==> config.mk <==
export PLATFORM = sky130hd
export DESIGN_NAME = sdram_init_seq
export DESIGN_NICKNAME = d
export VERILOG_FILES = /design/src/rtl/sdram_init_pkg.sv /design/src/rtl/init_wait_timer.sv /design/src/rtl/init_mode_pack.sv /design/src/rtl/sdram_init_seq.sv
export SDC_FILE = /design/constraint.sdc
export NUM_CORES = 1
export LEC_CHECK = 0
export BUFFER_PORTS_ARGS = -buffer_cell sky130_fd_sc_hd__buf_2
export CAP_MARGIN = 0
export CORE_MARGIN = 2
export CORE_UTILIZATION = 40
export CTS_CLUSTER_DIAMETER = 50
export DETAILED_ROUTE_END_ITERATION = 10
export GPL_TIMING_DRIVEN = 0
export PLACE_DENSITY_LB_ADDON = 0.3
export SYNTH_ARGS = -nofsm -noshare
export SYNTH_HDL_FRONTEND = slang
export SYNTH_SLANG_ARGS = --single-unit
export TNS_END_PERCENT = 10
==> constraint.sdc <==
create_clock -name clk -period 1.7 [get_ports clk]
set_input_delay 0.17 -clock clk [delete_from_list [all_inputs] [get_ports clk]]
set_output_delay 0.17 -clock clk [all_outputs]
set_load 0.05 [all_outputs]
==> src/rtl/sdram_init_pkg.sv <==
package sdram_init_pkg;

    typedef enum logic [3:0] {
        ST_POWER,
        ST_PRE,
        ST_WAIT_RP,
        ST_REF1,
        ST_WAIT_RFC1,
        ST_REF2,
        ST_WAIT_RFC2,
        ST_LMR,
        ST_WAIT_MRD,
        ST_READY
    } init_state_e;

    // {cs_n, ras_n, cas_n, we_n}
    typedef enum logic [3:0] {
        CMD_INHIBIT = 4'b1111,
        CMD_NOP     = 4'b0111,
        CMD_PRE     = 4'b0010,
        CMD_REF     = 4'b0001,
        CMD_LMR     = 4'b0000
    } sdram_cmd_e;

    localparam int unsigned AP_BIT = 10;

endpackage

==> src/rtl/init_wait_timer.sv <==
module init_wait_timer #(
    parameter int unsigned W     = 8,
    parameter int unsigned START = 0
) (
    input  logic         clk,
    input  logic         rst_n,
    input  logic         load,
    input  logic [W-1:0] load_val,
    output logic         zero
);

    logic [W-1:0] cnt_q;

    always_ff @(posedge clk or negedge rst_n) begin
        if (!rst_n) begin
            cnt_q <= W'(START);
        end else if (load) begin
            cnt_q <= load_val;
        end else if (cnt_q != '0) begin
            cnt_q <= cnt_q - 1'b1;
        end
    end

    assign zero = (cnt_q == '0);

endmodule

==> src/rtl/init_mode_pack.sv <==
module init_mode_pack #(
    parameter int unsigned ADDR_W = 13
) (
    input  logic [2:0]        burst_len,
    input  logic              interleave,
    input  logic [2:0]        cas_lat,
    input  logic [1:0]        op_mode,
    input  logic              wr_single,
    output logic [ADDR_W-1:0] word
);

    localparam int unsigned BL_LSB = 0;
    localparam int unsigned BT_BIT = 3;
    localparam int unsigned CL_LSB = 4;
    localparam int unsigned OP_LSB = 7;
    localparam int unsigned WB_BIT = 9;

    always_comb begin
        word                    = '0;
        word[BL_LSB +: 3]       = burst_len;
        word[BT_BIT]            = interleave;
        word[CL_LSB +: 3]       = cas_lat;
        word[OP_LSB +: 2]       = op_mode;
        word[WB_BIT]            = wr_single;
    end

endmodule

==> src/rtl/sdram_init_seq.sv <==
module sdram_init_seq
    import sdram_init_pkg::*;
#(
    parameter int unsigned ADDR_W   = 13,
    parameter int unsigned BANK_W   = 2,
    parameter int unsigned PWR_CYC  = 200,
    parameter int unsigned TRP_CYC  = 3,
    parameter int unsigned TRFC_CYC = 8,
    parameter int unsigned TMRD_CYC = 2
) (
    input  logic              clk,
    input  logic              rst_n,
    input  logic [2:0]        cfg_burst_len,
    input  logic              cfg_interleave,
    input  logic [2:0]        cfg_cas_lat,
    input  logic [1:0]        cfg_op_mode,
    input  logic              cfg_wr_single,
    output logic              cke,
    output logic              cs_n,
    output logic              ras_n,
    output logic              cas_n,
    output logic              we_n,
    output logic [ADDR_W-1:0] addr,
    output logic [BANK_W-1:0] ba,
    output logic              init_done
);

    localparam int unsigned MAX_A = (PWR_CYC > TRFC_CYC) ? PWR_CYC : TRFC_CYC;
    localparam int unsigned MAX_B = (TRP_CYC > TMRD_CYC) ? TRP_CYC : TMRD_CYC;
    localparam int unsigned MAX_C = (MAX_A > MAX_B) ? MAX_A : MAX_B;
    localparam int unsigned TW    = $clog2(MAX_C + 1);

    init_state_e       st_q, st_d;
    logic              cke_q;
    logic              tmr_load;
    logic [TW-1:0]     tmr_val;
    logic              tmr_zero;
    logic [ADDR_W-1:0] mode_word;
    sdram_cmd_e        cmd;
    logic [ADDR_W-1:0] addr_d;

    init_wait_timer #(
        .W     (TW),
        .START (PWR_CYC - 1)
    ) u_timer (
        .clk      (clk),
        .rst_n    (rst_n),
        .load     (tmr_load),
        .load_val (tmr_val),
        .zero     (tmr_zero)
    );

    init_mode_pack #(
        .ADDR_W (ADDR_W)
    ) u_pack (
        .burst_len  (cfg_burst_len),
        .interleave (cfg_interleave),
        .cas_lat    (cfg_cas_lat),
        .op_mode    (cfg_op_mode),
        .wr_single  (cfg_wr_single),
        .word       (mode_word)
    );

    // State register
    always_ff @(posedge clk or negedge rst_n) begin
        if (!rst_n) begin
            st_q  <= ST_POWER;
            cke_q <= 1'b0;
        end else begin
            st_q  <= st_d;
            cke_q <= 1'b1;
        end
    end

    // Next state and timer loads
    always_comb begin
        st_d     = st_q;
        tmr_load = 1'b0;
        tmr_val  = '0;
        unique case (st_q)
            ST_POWER:     if (tmr_zero) st_d = ST_PRE;
            ST_PRE: begin
                st_d     = ST_WAIT_RP;
                tmr_load = 1'b1;
                tmr_val  = TW'(TRP_CYC - 2);
            end
            ST_WAIT_RP:   if (tmr_zero) st_d = ST_REF1;
            ST_REF1: begin
                st_d     = ST_WAIT_RFC1;
                tmr_load = 1'b1;
                tmr_val  = TW'(TRFC_CYC - 2);
            end
            ST_WAIT_RFC1: if (tmr_zero) st_d = ST_REF2;
            ST_REF2: begin
                st_d     = ST_WAIT_RFC2;
                tmr_load = 1'b1;
                tmr_val  = TW'(TRFC_CYC - 2);
            end
            ST_WAIT_RFC2: if (tmr_zero) st_d = ST_LMR;
            ST_LMR: begin
                st_d     = ST_WAIT_MRD;
                tmr_load = 1'b1;
                tmr_val  = TW'(TMRD_CYC - 2);
            end
            ST_WAIT_MRD:  if (tmr_zero) st_d = ST_READY;
            ST_READY:     st_d = ST_READY;
            default:      st_d = ST_POWER;
        endcase
    end

    // Outputs
    always_comb begin
        cmd    = CMD_NOP;
        addr_d = '0;
        unique case (st_q)
            ST_PRE: begin
                cmd            = CMD_PRE;
                addr_d[AP_BIT] = 1'b1;
            end
            ST_REF1, ST_REF2: cmd = CMD_REF;
            ST_LMR: begin
                cmd    = CMD_LMR;
                addr_d = mode_word;
            end
            default: cmd = CMD_NOP;
        endcase
        if (!cke_q) begin
            cmd    = CMD_INHIBIT;
            addr_d = '0;
        end
    end

    assign {cs_n, ras_n, cas_n, we_n} = cmd;
    assign cke       = cke_q;
    assign addr      = addr_d;
    assign ba        = '0;
    assign init_done = (st_q == ST_READY);

    // Checks on the pins
    logic [3:0] pin_cmd;
    logic       pin_active;
    assign pin_cmd    = {cs_n, ras_n, cas_n, we_n};
    assign pin_active = !cs_n && (pin_cmd != CMD_NOP);

    p_cmd_needs_cke_r2: assert property (@(posedge clk) disable iff (!rst_n)
        !cs_n |-> cke);

    p_pre_addr_r3: assert property (@(posedge clk) disable iff (!rst_n)
        (pin_cmd == CMD_PRE) |-> (addr == (ADDR_W'(1) << AP_BIT)) && (ba == '0));

    p_cmd_spaced_r4: assert property (@(posedge clk) disable iff (!rst_n)
        pin_active |=> (pin_cmd == CMD_NOP));

    p_lmr_high_zero_r7: assert property (@(posedge clk) disable iff (!rst_n)
        (pin_cmd == CMD_LMR) |-> (addr[ADDR_W-1:AP_BIT] == '0) && (ba == '0));

    p_done_sticky_r8: assert property (@(posedge clk) disable iff (!rst_n)
        init_done |=> init_done);

    p_done_quiet_r8: assert property (@(posedge clk) disable iff (!rst_n)
        init_done |-> (pin_cmd == CMD_NOP) && cke);

endmodule

==> impl_metrics.py <==
metrics = {
    "timing": {
        "max_freq_ghz": 0.590,
        "fin_crit_sh_pct": 99.8,
        "setup_viol": 0,
        "grt_setup_unrepaired": "yes",
        "slew_headroom_pct": 59.1,
        "slew_viol_final": 0,
        "period_needed_ns": 1.70,
        "fin_ws_ns": 0.00413,
        "skew_ns": 0.00322,
        "fin_setup_tns_ns": 0,
        "final_hold_viol_count": 0,
        "tightest_slew_ns": 0.609,
    },
    "pwr": {
        "seqPwrFrac_pct": 53.7,
        "switching_share_pct": 28.1,
        "p_leak_uw": 0.000665,
        "p_switching_uw": 164,
        "comb_power_share_pct": 11.0,
        "pwr-share-clk_pct": 35.4,
        "peakVddDrop_mv": 0.447,
        "power.internal_uw": 419,
        "p_per_area_nw_per_um2": 421,
    },
    "global_route": {
        "grt_pass1_vias": 788,
        "antenna_found_initial": 0,
        "grt_usage_pct": 20.3,
        "grt_pass1_wl_um": 3800,
        "globalRouteOverflowTotal": 0,
        "grt_max_degree": 14,
    },
    "clock_network": {
        "cts_buffers": 3,
        "cts_tree": "done",
        "cts.clk_slew.worst_paths_ns": 0.09,
        "clock_tree.htree_level_count": 1,
        "clk_latency_ns": 0.29,
        "cts_sinks": 13,
        "clockRootBuffer": "clkbuf_4",
        "cts_buffer_depth": 2,
    },
    "detailed_routing": {
        "num_vias": 852,
        "drtIter0Drc": 17,
        "first_pass_iters": 4,
        "route.detailed.drc": 0,
        "drt_wl_total_um": 2440,
        "avgRoutedWirePerCell_um": 14.4,
        "via_per_inst": 5.01,
        "postRouteAntennaNets": 0,
    },
    "finish": {
        "final_common_cell": "buf_4",
        "diodes": 0,
        "area_growth_pct": 65.4,
        "drive_gt1_share_pct": 64.3,
        "nets": 158,
        "layout_common_cells": "20 x buf_4, 16 x buf_2, 11 x buf_6, 10 x and2_4",
        "n_fill_cell": 149,
    },
    "place": {
        "port_buffers": 28,
        "post-dp-hpwl_um": 1540,
        "globalplace.congestion": 0.800,
        "dpl_worst_slack_ns": -0.208,
    },
    "critical_path": {
        "worstPathRequired_ns": 1.53,
        "slowest_delay_ns": 0.45,
        "worstPathMaxFanout": 10,
        "arrival_ns": 1.53,
        "start_kind": "register",
        "path_class": "register to primary output",
        "worstPathCellList": "buf_4 > nand2b_4 > or3_4 > buf_6",
        "reg2regPathDepth": 3,
        "rrSetupSlack_ns": 0.02,
        "r2r_start": "u_timer.cnt_q[3]",
        "worst_path_max_delay_cell": "dfrtp_2",
        "end_kind": "primary output",
        "reg2reg_to": "u_timer.cnt_q[6]",
    },
    "floorplan": {
        "fp.dieW_um": 49.8,
        "initial_utilization_pct": 42.7,
        "row_count": 16,
        "io_pins": 33,
        "core_um2": 1960,
        "die_h_um": 49.8,
        "dieArea_um2": 2480,
    },
    "status": {
        "status": "finished clean",
    },
    "worst_hold_path": {
        "min-delay-path-class": "primary input to async pin",
    },
    "synth": {
        "ys_ff_latch": 13,
        "avgSynthCellArea_um2": 8.82,
        "netlist_area_um2": 838,
        "synth_cells": 95,
        "ys_types": 36,
        "ys_warn_count": 0,
        "synth-seq-area-share_pct": 39.6,
    },
    "flow_run": {
        "maxCapViolations": 0,
    },
}
per-layer routing:
layer  vias to the layer above  wire length (um)  track usage, %
met2                        25              1350            36.7
met5                         -                 0               0
li1                        418                 -               -
met1                       404               955            24.2
met3                         5                94            1.52
met4                         0                46            9.72
per-stage QoR:
| step | util [%] | hold WS [ns] | instance area (um^2) | total power (uW) | cells |
|---|---|---|---|---|---|
| 2_1_floorplan | - | -0.126 | 911 | 357 | 98 |
| 3_3_place_gp | 55.3 | 0.0748 | 1080 | 377 | 153 |
| 3_5_place_dp | 55.3 | 0.0719 | 1080 | 378 | 153 |
| 4_1_cts | 62.5 | 0.307 | 1230 | 583 | 156 |
| 5_1_grt | 70.7 | 0.341 | 1390 | 606 | 170 |
| 6_report | 70.7 | 0.295 | 1390 | 583 | 170 |
registers in the layout, indices dropped and copies added (netlist names):
signal	count
cke	1
u_timer.cnt_q	8
st_q	4
cell type report:
cell class              instances  area (um^2)  area share, %
multi-input cells              72          573           41.3
repair buffers                 45          357           25.7
flip-flops and latches         13          339           24.5
plain buffers                   5         37.5           2.71
well taps                      27         33.8           2.44
clock buffers                   3         22.5           1.62
inverters                       4         18.8           1.35
clock inverters                 1         5.00          0.361
logic make-up after synthesis:
logic type | share of synthesized area, %
simple gates | 28.4
compound gates | 14.0
flops | 39.6
buf+inv | 7.61
xor+xnor | 4.18
fa+ha+maj | 2.98
other cells | 0.896
mux | 2.39
worst max-delay path by stage:
stage,startpoint,to,slack [ns],depth (start not counted)
after floorplan,cke,cas_n,-0.07,2
after global placement,u_timer.cnt_q[0],u_timer.cnt_q[4],-0.15,5
after detailed placement,st_q[1],addr[2],-0.21,5
after CTS,st_q[3],cas_n,-0.002,3
after global routing,u_timer.cnt_q[0],u_timer.cnt_q[4],-0.04,5
final,st_q[0],cas_n,0.004,4
critical path: cells and delay by family, from the launching register on:
kind	cells	cell delay, ns
buffers and inverters	2	0.31
AND/OR/NAND/NOR	2	0.47
flip-flops	1	0.45
power groups by stage:
stage,clock network (uW),registers (uW),logic (uW)
finish,206,313,64.1
global route,225,313,68.1
CTS,208,314,60.7
detailed placement,0,319,58.6
global placement,0,319,58.0
floorplan,0,323,33.2
cells in the mapped netlist:
library cell | number | area (um^2)
and2_1 | 10 | 62.6
dfrtp_1 | 8 | 200
nand2_1 | 7 | 26.3
clkbuf_1 | 5 | 18.8
dfstp_2 | 5 | 131
nor2_1 | 5 | 18.8
o21ai_0 | 5 | 25.0
buf_4 | 4 | 30.0
inv_1 | 4 | 15.0
a211oi_1 | 3 | 22.5
nand2b_1 | 3 | 18.8
nor3_1 | 3 | 15.0
a21oi_1 | 2 | 10.0
conb_1 | 2 | 7.51
ha_1 | 2 | 25.0
mux2i_1 | 2 | 20.0
nand3_1 | 2 | 10.0
nor4_1 | 2 | 12.5
or3_1 | 2 | 12.5
xnor2_1 | 2 | 17.5
xor2_1 | 2 | 17.5
a2111o_1 | 1 | 11.3
a2111oi_0 | 1 | 8.76
a211o_1 | 1 | 8.76
a31oi_1 | 1 | 6.26
and3_1 | 1 | 6.26
nor2b_1 | 1 | 6.26
nor3b_1 | 1 | 7.51
o211a_1 | 1 | 10.0
o22ai_1 | 1 | 6.26
o2bb2ai_1 | 1 | 8.76
or2_2 | 1 | 6.26
or3_2 | 1 | 7.51
or3b_2 | 1 | 8.76
or4_1 | 1 | 7.51
or4_4 | 1 | 11.3
what timing repair did:
| action | in CTS | in global routing |
|---|---|---|
| gates cloned | 0 | 0 |
| hold buffers | 1 | 0 |
| setup endpoints to repair | 17 | 16 |
| gates resized for setup | 34 | 14 |
| buffers inserted | 2 | 14 |
| endpoints found under the hold margin | 8 | 0 |
| pin swaps | 2 | 3 |
Note: power is estimated with default switching activity, not from simulation.
